[src/rtl/mdio_mgmt_pkg.sv]
package mdio_mgmt_pkg;

    typedef enum logic [1:0] {
        SEL_CMD  = 2'd0,
        SEL_DATA = 2'd1,
        SEL_STAT = 2'd2
    } reg_sel_e;

    typedef enum logic {
        OP_WRITE = 1'b0,
        OP_READ  = 1'b1
    } mdio_op_e;

    localparam int FIELD_W    = 5;
    localparam int VAL_W      = 16;
    localparam int WORD_W     = 32;
    localparam int PRE_BITS   = 32;
    localparam int FRAME_BITS = 64;
    localparam int IDX_W      = $clog2(FRAME_BITS);
    localparam int BIT_GO     = 20;
    localparam int BIT_RD     = 17;
    localparam int BIT_WR     = 16;
    localparam int PHY_LSB    = 8;
    localparam int REG_LSB    = 0;
    localparam int TA_FIRST   = 46;
    localparam int TA_SECOND  = 47;
    localparam int DATA_FIRST = 48;

    localparam logic [WORD_W-1:0] CMD_KEEP =
        (WORD_W'(1) << BIT_RD) | (WORD_W'(1) << BIT_WR) |
        (WORD_W'((1 << FIELD_W) - 1) << PHY_LSB) |
        (WORD_W'((1 << FIELD_W) - 1) << REG_LSB);

    typedef struct packed {
        mdio_op_e           op;
        logic [FIELD_W-1:0] phy;
        logic [FIELD_W-1:0] regad;
        logic [VAL_W-1:0]   wval;
    } mdio_req_t;

    function automatic logic cmd_is_valid(logic [WORD_W-1:0] w);
        return w[BIT_GO] && (w[BIT_RD] ^ w[BIT_WR]);
    endfunction

    function automatic mdio_req_t decode_cmd(logic [WORD_W-1:0] w, logic [VAL_W-1:0] v);
        mdio_req_t r;
        r.op    = w[BIT_RD] ? OP_READ : OP_WRITE;
        r.phy   = w[PHY_LSB +: FIELD_W];
        r.regad = w[REG_LSB +: FIELD_W];
        r.wval  = v;
        return r;
    endfunction

    function automatic logic [FRAME_BITS-1:0] build_frame(mdio_req_t r);
        logic [1:0]       opc;
        logic [1:0]       ta;
        logic [VAL_W-1:0] body;
        opc  = (r.op == OP_READ) ? 2'b10 : 2'b01;
        ta   = (r.op == OP_READ) ? 2'b11 : 2'b10;
        body = (r.op == OP_READ) ? {VAL_W{1'b1}} : r.wval;
        return {{PRE_BITS{1'b1}}, 2'b01, opc, r.phy, r.regad, ta, body};
    endfunction

endpackage

[src/rtl/mdio_clk_div.sv]
module mdio_clk_div #(
    parameter int HALF_DIV = 50
) (
    input  logic clk,
    input  logic rst,
    input  logic run,
    output logic mdc,
    output logic rise,
    output logic fall
);
    localparam int CW = (HALF_DIV > 1) ? $clog2(HALF_DIV) : 1;
    localparam logic [CW-1:0] LAST = CW'(HALF_DIV - 1);

    logic [CW-1:0] cnt_q;
    logic          mdc_q;
    logic          wrap;

    assign wrap = run && (cnt_q == LAST);
    assign rise = wrap && !mdc_q;
    assign fall = wrap && mdc_q;
    assign mdc  = mdc_q;

    always_ff @(posedge clk) begin
        if (rst || !run) begin
            cnt_q <= '0;
            mdc_q <= 1'b0;
        end else if (wrap) begin
            cnt_q <= '0;
            mdc_q <= ~mdc_q;
        end else begin
            cnt_q <= cnt_q + CW'(1);
        end
    end

    assert_edges_alternate_R7: assert property (@(posedge clk) disable iff (rst)
        rise |=> mdc_q && !rise);

endmodule

[src/rtl/mdio_shifter.sv]
module mdio_shifter
    import mdio_mgmt_pkg::*;
(
    input  logic             clk,
    input  logic             rst,
    input  logic             start,
    input  mdio_req_t        req,
    input  logic             rise,
    input  logic             fall,
    input  logic             mdio_in,
    output logic             mdio_out,
    output logic             mdio_oe,
    output logic             done,
    output logic [VAL_W-1:0] rd_val,
    output logic             ta_bad
);
    localparam logic [IDX_W-1:0] LAST_IDX = IDX_W'(FRAME_BITS - 1);

    logic                  active_q;
    mdio_op_e              op_q;
    logic [IDX_W-1:0]      idx_q;
    logic [FRAME_BITS-1:0] shift_q;
    logic [VAL_W-1:0]      rd_q;
    logic                  ta_bad_q;
    logic                  in_read_tail;

    assign in_read_tail = (op_q == OP_READ) && (idx_q >= IDX_W'(TA_FIRST));
    assign mdio_out     = !active_q || shift_q[FRAME_BITS-1];
    assign mdio_oe      = active_q && !in_read_tail;
    assign done         = active_q && fall && (idx_q == LAST_IDX);
    assign rd_val       = rd_q;
    assign ta_bad       = ta_bad_q;

    always_ff @(posedge clk) begin
        if (rst) begin
            active_q <= 1'b0;
            op_q     <= OP_WRITE;
            idx_q    <= '0;
            shift_q  <= '0;
            rd_q     <= '0;
            ta_bad_q <= 1'b0;
        end else if (start) begin
            active_q <= 1'b1;
            op_q     <= req.op;
            idx_q    <= '0;
            shift_q  <= build_frame(req);
            rd_q     <= '0;
            ta_bad_q <= 1'b0;
        end else if (active_q) begin
            if (fall) begin
                if (idx_q == LAST_IDX) begin
                    active_q <= 1'b0;
                end else begin
                    idx_q   <= idx_q + IDX_W'(1);
                    shift_q <= {shift_q[FRAME_BITS-2:0], 1'b0};
                end
            end
            if (rise && (op_q == OP_READ)) begin
                if (idx_q == IDX_W'(TA_SECOND))
                    ta_bad_q <= mdio_in;
                if (idx_q >= IDX_W'(DATA_FIRST))
                    rd_q <= {rd_q[VAL_W-2:0], mdio_in};
            end
        end
    end

    assert_single_done_R4: assert property (@(posedge clk) disable iff (rst)
        done |=> !done && !mdio_oe);

    assert_no_restart_R8: assert property (@(posedge clk) disable iff (rst)
        active_q && !done |=> active_q);

endmodule

[src/rtl/mdio_regs.sv]
module mdio_regs
    import mdio_mgmt_pkg::*;
(
    input  logic              clk,
    input  logic              rst,
    input  logic              wr_en,
    input  logic [1:0]        wr_sel,
    input  logic [WORD_W-1:0] wr_data,
    input  logic [1:0]        rd_sel,
    input  logic              done,
    input  logic [VAL_W-1:0]  rd_val,
    input  logic              ta_bad,
    output logic [WORD_W-1:0] rd_data,
    output logic              busy,
    output logic              start,
    output mdio_req_t         req
);
    logic [WORD_W-1:0] cmd_q;
    logic [VAL_W-1:0]  lo_q;
    logic [VAL_W-1:0]  hi_q;
    logic              busy_q;
    logic              bad_q;
    logic              cmd_hit;
    logic              data_hit;

    assign cmd_hit  = wr_en && (reg_sel_e'(wr_sel) == SEL_CMD);
    assign data_hit = wr_en && (reg_sel_e'(wr_sel) == SEL_DATA);
    assign start    = cmd_hit && !busy_q && cmd_is_valid(wr_data);
    assign req      = decode_cmd(wr_data, lo_q);
    assign busy     = busy_q;

    always_ff @(posedge clk) begin
        if (rst) begin
            cmd_q  <= '0;
            lo_q   <= '0;
            hi_q   <= '0;
            busy_q <= 1'b0;
            bad_q  <= 1'b0;
        end else begin
            if (start) begin
                cmd_q  <= wr_data & CMD_KEEP;
                busy_q <= 1'b1;
            end else if (done) begin
                busy_q <= 1'b0;
                if (cmd_q[BIT_RD]) begin
                    hi_q  <= rd_val;
                    bad_q <= ta_bad;
                end
            end
            if (data_hit)
                lo_q <= wr_data[VAL_W-1:0];
        end
    end

    always_comb begin
        rd_data = '0;
        case (reg_sel_e'(rd_sel))
            SEL_CMD:  rd_data = cmd_q | (WORD_W'(busy_q) << BIT_GO);
            SEL_DATA: rd_data = {hi_q, lo_q};
            SEL_STAT: rd_data = {{(WORD_W-1){1'b0}}, bad_q};
            default:  rd_data = '0;
        endcase
    end

    assert_busy_drop_R4: assert property (@(posedge clk) disable iff (rst)
        done |=> !busy_q);

    assert_ignore_busy_R8: assert property (@(posedge clk) disable iff (rst)
        busy_q && cmd_hit |=> $stable(cmd_q));

    assert_write_keeps_status_R6: assert property (@(posedge clk) disable iff (rst)
        done && !cmd_q[BIT_RD] |=> $stable(bad_q) && $stable(hi_q));

endmodule

[src/rtl/mdio_mgmt_ctrl.sv]
module mdio_mgmt_ctrl
    import mdio_mgmt_pkg::*;
#(
    parameter int HALF_DIV = 50
) (
    input  logic        clk,
    input  logic        rst,
    input  logic        reg_wr,
    input  logic [1:0]  reg_wsel,
    input  logic [31:0] reg_wdata,
    input  logic [1:0]  reg_rsel,
    output logic [31:0] reg_rdata,
    output logic        mdc,
    output logic        mdio_out,
    output logic        mdio_oe,
    input  logic        mdio_in
);
    logic             busy;
    logic             start;
    logic             done;
    logic             rise;
    logic             fall;
    logic             ta_bad;
    logic [VAL_W-1:0] rd_val;
    mdio_req_t        req;

    mdio_regs u_regs (
        .clk     (clk),
        .rst     (rst),
        .wr_en   (reg_wr),
        .wr_sel  (reg_wsel),
        .wr_data (reg_wdata),
        .rd_sel  (reg_rsel),
        .done    (done),
        .rd_val  (rd_val),
        .ta_bad  (ta_bad),
        .rd_data (reg_rdata),
        .busy    (busy),
        .start   (start),
        .req     (req)
    );

    mdio_clk_div #(.HALF_DIV(HALF_DIV)) u_div (
        .clk  (clk),
        .rst  (rst),
        .run  (busy),
        .mdc  (mdc),
        .rise (rise),
        .fall (fall)
    );

    mdio_shifter u_shift (
        .clk      (clk),
        .rst      (rst),
        .start    (start),
        .req      (req),
        .rise     (rise),
        .fall     (fall),
        .mdio_in  (mdio_in),
        .mdio_out (mdio_out),
        .mdio_oe  (mdio_oe),
        .done     (done),
        .rd_val   (rd_val),
        .ta_bad   (ta_bad)
    );

    assert_idle_pins_R7: assert property (@(posedge clk) disable iff (rst)
        !busy |-> !mdc && !mdio_oe);

    assert_hold_while_high_R7: assert property (@(posedge clk) disable iff (rst)
        mdc && $past(mdc) |-> $stable(mdio_out) && $stable(mdio_oe));

endmodule

[config.mk]
export PLATFORM = sky130hd
export DESIGN_NAME = mdio_mgmt_ctrl
export DESIGN_NICKNAME = d
export VERILOG_FILES = /design/src/rtl/mdio_mgmt_pkg.sv /design/src/rtl/mdio_clk_div.sv /design/src/rtl/mdio_shifter.sv /design/src/rtl/mdio_regs.sv /design/src/rtl/mdio_mgmt_ctrl.sv
export SDC_FILE = /design/constraint.sdc
export NUM_CORES = 1
export LEC_CHECK = 0
export BUFFER_PORTS_ARGS = -buffer_cell sky130_fd_sc_hd__buf_2
export CAP_MARGIN = 20
export CORE_MARGIN = 5
export CORE_UTILIZATION = 55
export DETAILED_ROUTE_END_ITERATION = 6
export PLACE_DENSITY = 0.78
export SLEW_MARGIN = 0
export SYNTH_ARGS = -nofsm -noshare
export SYNTH_HDL_FRONTEND = slang
export SYNTH_SLANG_ARGS = --single-unit
export TNS_END_PERCENT = 10
[constraint.sdc]
create_clock -name clk -period 2.4 [get_ports clk]
set_input_delay 0.36 -clock clk [delete_from_list [all_inputs] [get_ports clk]]
set_output_delay 0.36 -clock clk [all_outputs]
set_load 0.02 [all_outputs]
Yosys cells after proc, flatten, opt, wreduce, memory -nomap -nowiden --
Cells that the tools add are included.
Storage, ports and cells: output and inout bits 35, bits in read-only memories 0, register bits 142, memories 0, RAM bits 0, bits in latches 0, logic and storage cells 76, bits of input ports 40
Cells by class: $mul 0, bitwise gates (word level) 5, divide/modulo/power cells 0, equal/unequal tests 7, multiplexer cells 15, reduce and logical (&&, ||, !) cells 31, shift operators 0, $add $sub $neg 2, order comparisons 2
Operator list (number):
- 64-bit two-way mux | 4
- 32-bit case mux with 3 select lines | 1
- 18-bit by 21-bit OR with 21-bit output | 1
- 6-bit == test, second input constant | 3
- 16-bit two-way mux | 1
- 3-bit AND reduction | 5
- 1-bit logical AND | 13
- 6-bit by 1-bit adder with 6-bit output, second input constant | 2
- 6-bit >= comparator, second input constant | 2
- 1-bit two-way mux | 8
- 2-bit nonzero test | 3
- 2-bit by 1-bit == test with 1-bit output, second input constant | 2
- 1-bit logical NOT | 4
- 2-bit logical NOT | 2
- 2-bit OR reduction | 2
- 1-bit NOT | 3
- 2-bit == test, second input constant | 1
- 1-bit logical OR | 2
- 2-bit two-way mux | 1
- 2-bit != test, second input constant | 1
- 1-bit bitwise XOR | 1

Depth between registers and ports, before layout --
depth in word-level cells 7, gate-level depth with buffers 8, mapped depth without buffers 6

By module --
Synthesis repeated with hierarchy kept, for this count alone.
Second synthesis, totals: cell total of the unflattened synthesis 801, area, all modules 7193.1 um2
By module, submodules not included:
- mdio_shifter | area each 4202.8 um2, instances 1, seq. area each 1781.7 um2, cells an instance 433
- mdio_regs | area each 2665.1 um2, instances 1, seq. area each 920.9 um2, cells an instance 333
- mdio_clk_div | area each 325.3 um2, instances 1, seq. area each 140.1 um2, cells an instance 35

Least setup slack after synthesis --
Ideal clock, no wire load.
kind flip-flop to flip-flop, start point register u_shift.idx_q[0], end point register u_regs.bad_q, stages on the path, launching flop included 8, clock period less this slack 1.845 ns, arrival 1.773 ns, buffers on the path 2, setup time 0.072 ns, setup slack 0.555 ns, cells stage by stage dfxtp_1 ha_1 nand3_4 or3_4 nor4b_4 buf_6 buf_12 mux2i_1
Between the ends: longest elaborated chain between the ends 3
RTL lines:
- start, declared | line mdio_shifter.sv:21 | logic [IDX_W-1:0] idx_q;
- start signal, assigned | line mdio_shifter.sv:54 | idx_q <= idx_q + IDX_W'(1);
- 6-bit == test | line mdio_shifter.sv:30 | assign done = active_q && fall && (idx_q == LAST_IDX);
- 1-bit logical AND | line mdio_shifter.sv:30
- 3-bit AND reduction (no line)
- end signal, assigned | line mdio_regs.sv:47 | bad_q <= ta_bad;
- end, declared | line mdio_regs.sv:22 | logic bad_q;
No other way between the ends. A chain may end at the register's enable or synchronous reset.

Worst setup path in the final report --
start point register u_shift.idx_q[0], end point output port mdio_oe
Between the ends: longest elaborated chain between the ends 4
RTL lines:
- 6-bit >= comparator | line mdio_shifter.sv:27 | assign in_read_tail = (op_q == OP_READ) && (idx_q >= IDX_W'(TA_FIRST));
- 1-bit logical AND | line mdio_shifter.sv:27
- 1-bit logical NOT | line mdio_shifter.sv:29 | assign mdio_oe = active_q && !in_read_tail;
- 1-bit logical AND | line mdio_shifter.sv:29
- end, declared | line mdio_mgmt_ctrl.sv:15 | output logic mdio_oe,
No other way between the ends.

==> results.sh <==
export IMPL_grt_pass1_wl_mm=21.8
export IMPL_finish_utilization_pct=66.0
export IMPL_rsz0062_at_grt="no"
export IMPL_die_w_um=113
export IMPL_yosys_area_top_type="dfxtp_1"
export IMPL_portBuffers=61
export IMPL_drtIter0Drc=353
export IMPL_cts_setup_buffers=0
export IMPL_fin_crit_sh_pct=95.2
export IMPL_cts_made_buffers=17
export IMPL_rows=37
export IMPL_syn_avg_cell_area_um2=8.40
export IMPL_drive_above_1_share_pct=15.9
export IMPL_root_buffer="clkbuf_8"
export IMPL_hp_class="in -> reg"
export IMPL_syn_inst=698
export IMPL_worst_path_max_delay_cell="dfxtp_2"
export IMPL_synth_seq_cells=141
export IMPL_setup_violations=0
export IMPL_holdBufCountCts=0
export IMPL_fin_nets=787
export IMPL_start_util_pct=56.5
export IMPL_clock_fmax_mhz=438
export IMPL_cts_max_path_buffers=2
export IMPL_antennaDiodeCount=0
export IMPL_routabilityCongestion=0.800
export IMPL_track_usage_pct=20.7
export IMPL_ff2ff_setup_slack_ns=0.33
export IMPL_drv_cap=0
export IMPL_grt_pass1_vias=4673
export IMPL_ant_nets=0
export IMPL_slew_headroom_pct=44.4
export IMPL_antenna_found_initial=0
export IMPL_required_ns=2.04
export IMPL_grt_start_max_net_pins=94
export IMPL_crit_type="reg -> out"
export IMPL_whs_ns=0.0791
export IMPL_drc=0
export IMPL_power_mw=5.15
export IMPL_dpl_hpwl_mm=8.13
export IMPL_dp_slack_ns=0.129
export IMPL_h_tree_depth=4
export IMPL_leakagePower_nw=2.66
export IMPL_synth_area_leaders="dfxtp_1 (48%), nand2_1 (14%), mux2i_1 (8.2%), nor2_1 (4.0%), a31oi_1 (3.8%)"
export IMPL_cts_sinks=141
export IMPL_die_h_um=113
export IMPL_finalCriticalPeriod_ns=2.28
export IMPL_fin_skew_ns=0.00753
export IMPL_crit_chain="inv_1 > ha_1 > or2_2 > a31oi_2 > o21a_1 > buf_4"
export IMPL_yosys_warnings=0
export IMPL_synth_enable_flop_cells=0
export IMPL_vdd_drop_max_v=0.000620
export IMPL_netlist_area_mm2=0.00586
export IMPL_wire_per_inst_um=14.4
export IMPL_firstDrtPassIters=5
export IMPL_vias=4919
export IMPL_io_pins=75
export IMPL_critPathMaxStageDelay_ns=0.36
export IMPL_synth_flop_cell="dfxtp_1"
export IMPL_drt_total_wl_mm=12.9
export IMPL_finalWorstSetupSlack_ns=0.115
export IMPL_critPathArrivalTime_ns=1.92
export IMPL_startpoint_type="flip-flop"
export IMPL_fin_tns_setup_ns=0
export IMPL_crit_fanout=4
export IMPL_synthArstFlopShare_pct=0
export IMPL_synth_net_count=742
export IMPL_grt_overflow_total=0
export IMPL_die_area_mm2=0.0128
export IMPL_synthDominantCellAreaShare_pct=48.2
export IMPL_viasPerCell=5.52
export IMPL_maxSlewViolCount=0
export IMPL_core_mm2=0.0104
export IMPL_worstSkewPairLatency_ns=0.52
export IMPL_cts_tree="built"
export IMPL_ys_seq_area_share_pct=48.2
export IMPL_tightest_slew_ns=0.831
export IMPL_hold_viol_final=0
export IMPL_crit_path_end_kind="output port"
export IMPL_clk_pin_slew_ns=0.06
export IMPL_power_density_mw_per_mm2=752
export IMPL_synth_cell_types=45
export IMPL_syn_to_final_growth_pct=16.8
export IMPL_status="finished, final reports clean"
-- layout make-up --
cell class | instances | area, um^2
clock buffer | 20 | 445
fill | 841 | 3520
multi-input combinational | 501 | 2790
sequential | 141 | 2820
inverter | 6 | 22.5
timing repair buffer | 76 | 458
clock inverter | 11 | 134
tap | 136 | 170
-- metal layers --
layer / wire (um) / share of wire [%] / track usage, %
met5: 0 / 0 / 0
met4: 138 / 1.1 / 6.17
met3: 695 / 5.4 / 4.92
met2: 6170 / 48 / 34.2
met1: 5870 / 46 / 26.9
-- cell usage after synthesis (2+ instances only) --
master	instances
o22ai_1	3
buf_1	3
and2_1	20
a21oi_1	37
buf_2	12
nand3_1	6
or3_1	4
and3_1	2
or4_1	2
nor2_1	62
mux2i_1	48
clkbuf_1	31
xor2_1	3
ha_1	4
inv_1	5
nand4b_1	2
nor3_1	2
a31oi_1	36
nor4b_4	2
nand2_1	215
xnor2_1	4
dfxtp_1	141
buf_4	2
a311oi_1	25
nand3_4	2
o21ai_0	6
-- power by group --
group | total (mW) | internal [mW] | switching [mW] | leakage (nW)
sequential | 2.40 | 2.38 | 0.0232 | 1.14
combinational | 0.195 | 0.0674 | 0.127 | 1.23
clock | 2.55 | 1.54 | 1.01 | 0.283
total | 5.15 | 3.99 | 1.16 | 2.66
-- kinds of logic after synthesis --
logic type / after synthesis / share of synthesized area (%)
fa+ha+maj: 4 / 0.854
compound gates: 112 / 12.5
simple gates: 330 / 24.9
mux: 48 / 8.20
buf+inv: 56 / 4.38
xor+xnor: 7 / 1.05
flops: 141 / 48.2
-- flip-flops by register name, summed over array words and instances (netlist names) --
signal,flops
u_div.cnt_q,6
u_div.mdc,1
u_regs.bad_q,1
u_regs.busy,1
u_regs.cmd_q,11
u_regs.hi_q,16
u_regs.lo_q,16
u_shift.active_q,1
u_shift.idx_q,6
u_shift.op_q,1
u_shift.rd_val,16
u_shift.shift_q,64
u_shift.ta_bad,1
-- worst max-delay path, delay by kind of cell, from the launching register on --
family / cells / cell delay [ns]
and+or+nand+nor: 1 / 0.28
buffers and inverters: 2 / 0.21
DFF: 1 / 0.36
AOI/OAI and AO/OA: 2 / 0.38
adders and majority gates: 1 / 0.18
-- stage by stage --
stage / instance area [um^2] / instances
after floorplan: 5860 / 698
after global placement: 6250 / 859
after detailed placement: 6250 / 859
after CTS: 6840 / 890
after global routing: 6850 / 891
final: 6850 / 891
-- worst paths after layout --
| path | startpoint | endpoint | cells past startpoint |
|---|---|---|---|
| worst max-delay path | u_shift.idx_q[0] | mdio_oe | 6 |
| worst max register to register | u_shift.idx_q[1] | u_regs.hi_q[7] | 6 |
| worst min-delay path | reg_wdata[5] | u_regs.lo_q[5] | 3 |
| worst min register to register | u_regs.hi_q[5] | u_regs.hi_q[5] | 2 |
-- cell usage in the layout (no fill, tap or decap), drive strengths merged, types with 20 or more instances in the layout --
| cell | n |
|---|---|
| nand2 | 216 |
| dfxtp | 141 |
| buf | 76 |
| nor2 | 62 |
| mux2i | 48 |
| a21oi | 37 |
| a31oi | 36 |
| a311oi | 25 |
| and2 | 20 |
| clkbuf | 20 |
-- repair_timing --
item	CTS	global route
gates resized for setup	1	2
pin swaps	0	0
hold endpoints to repair	0	0
endpoints found under the setup margin	1	1
(Power assumes the default switching activity.)
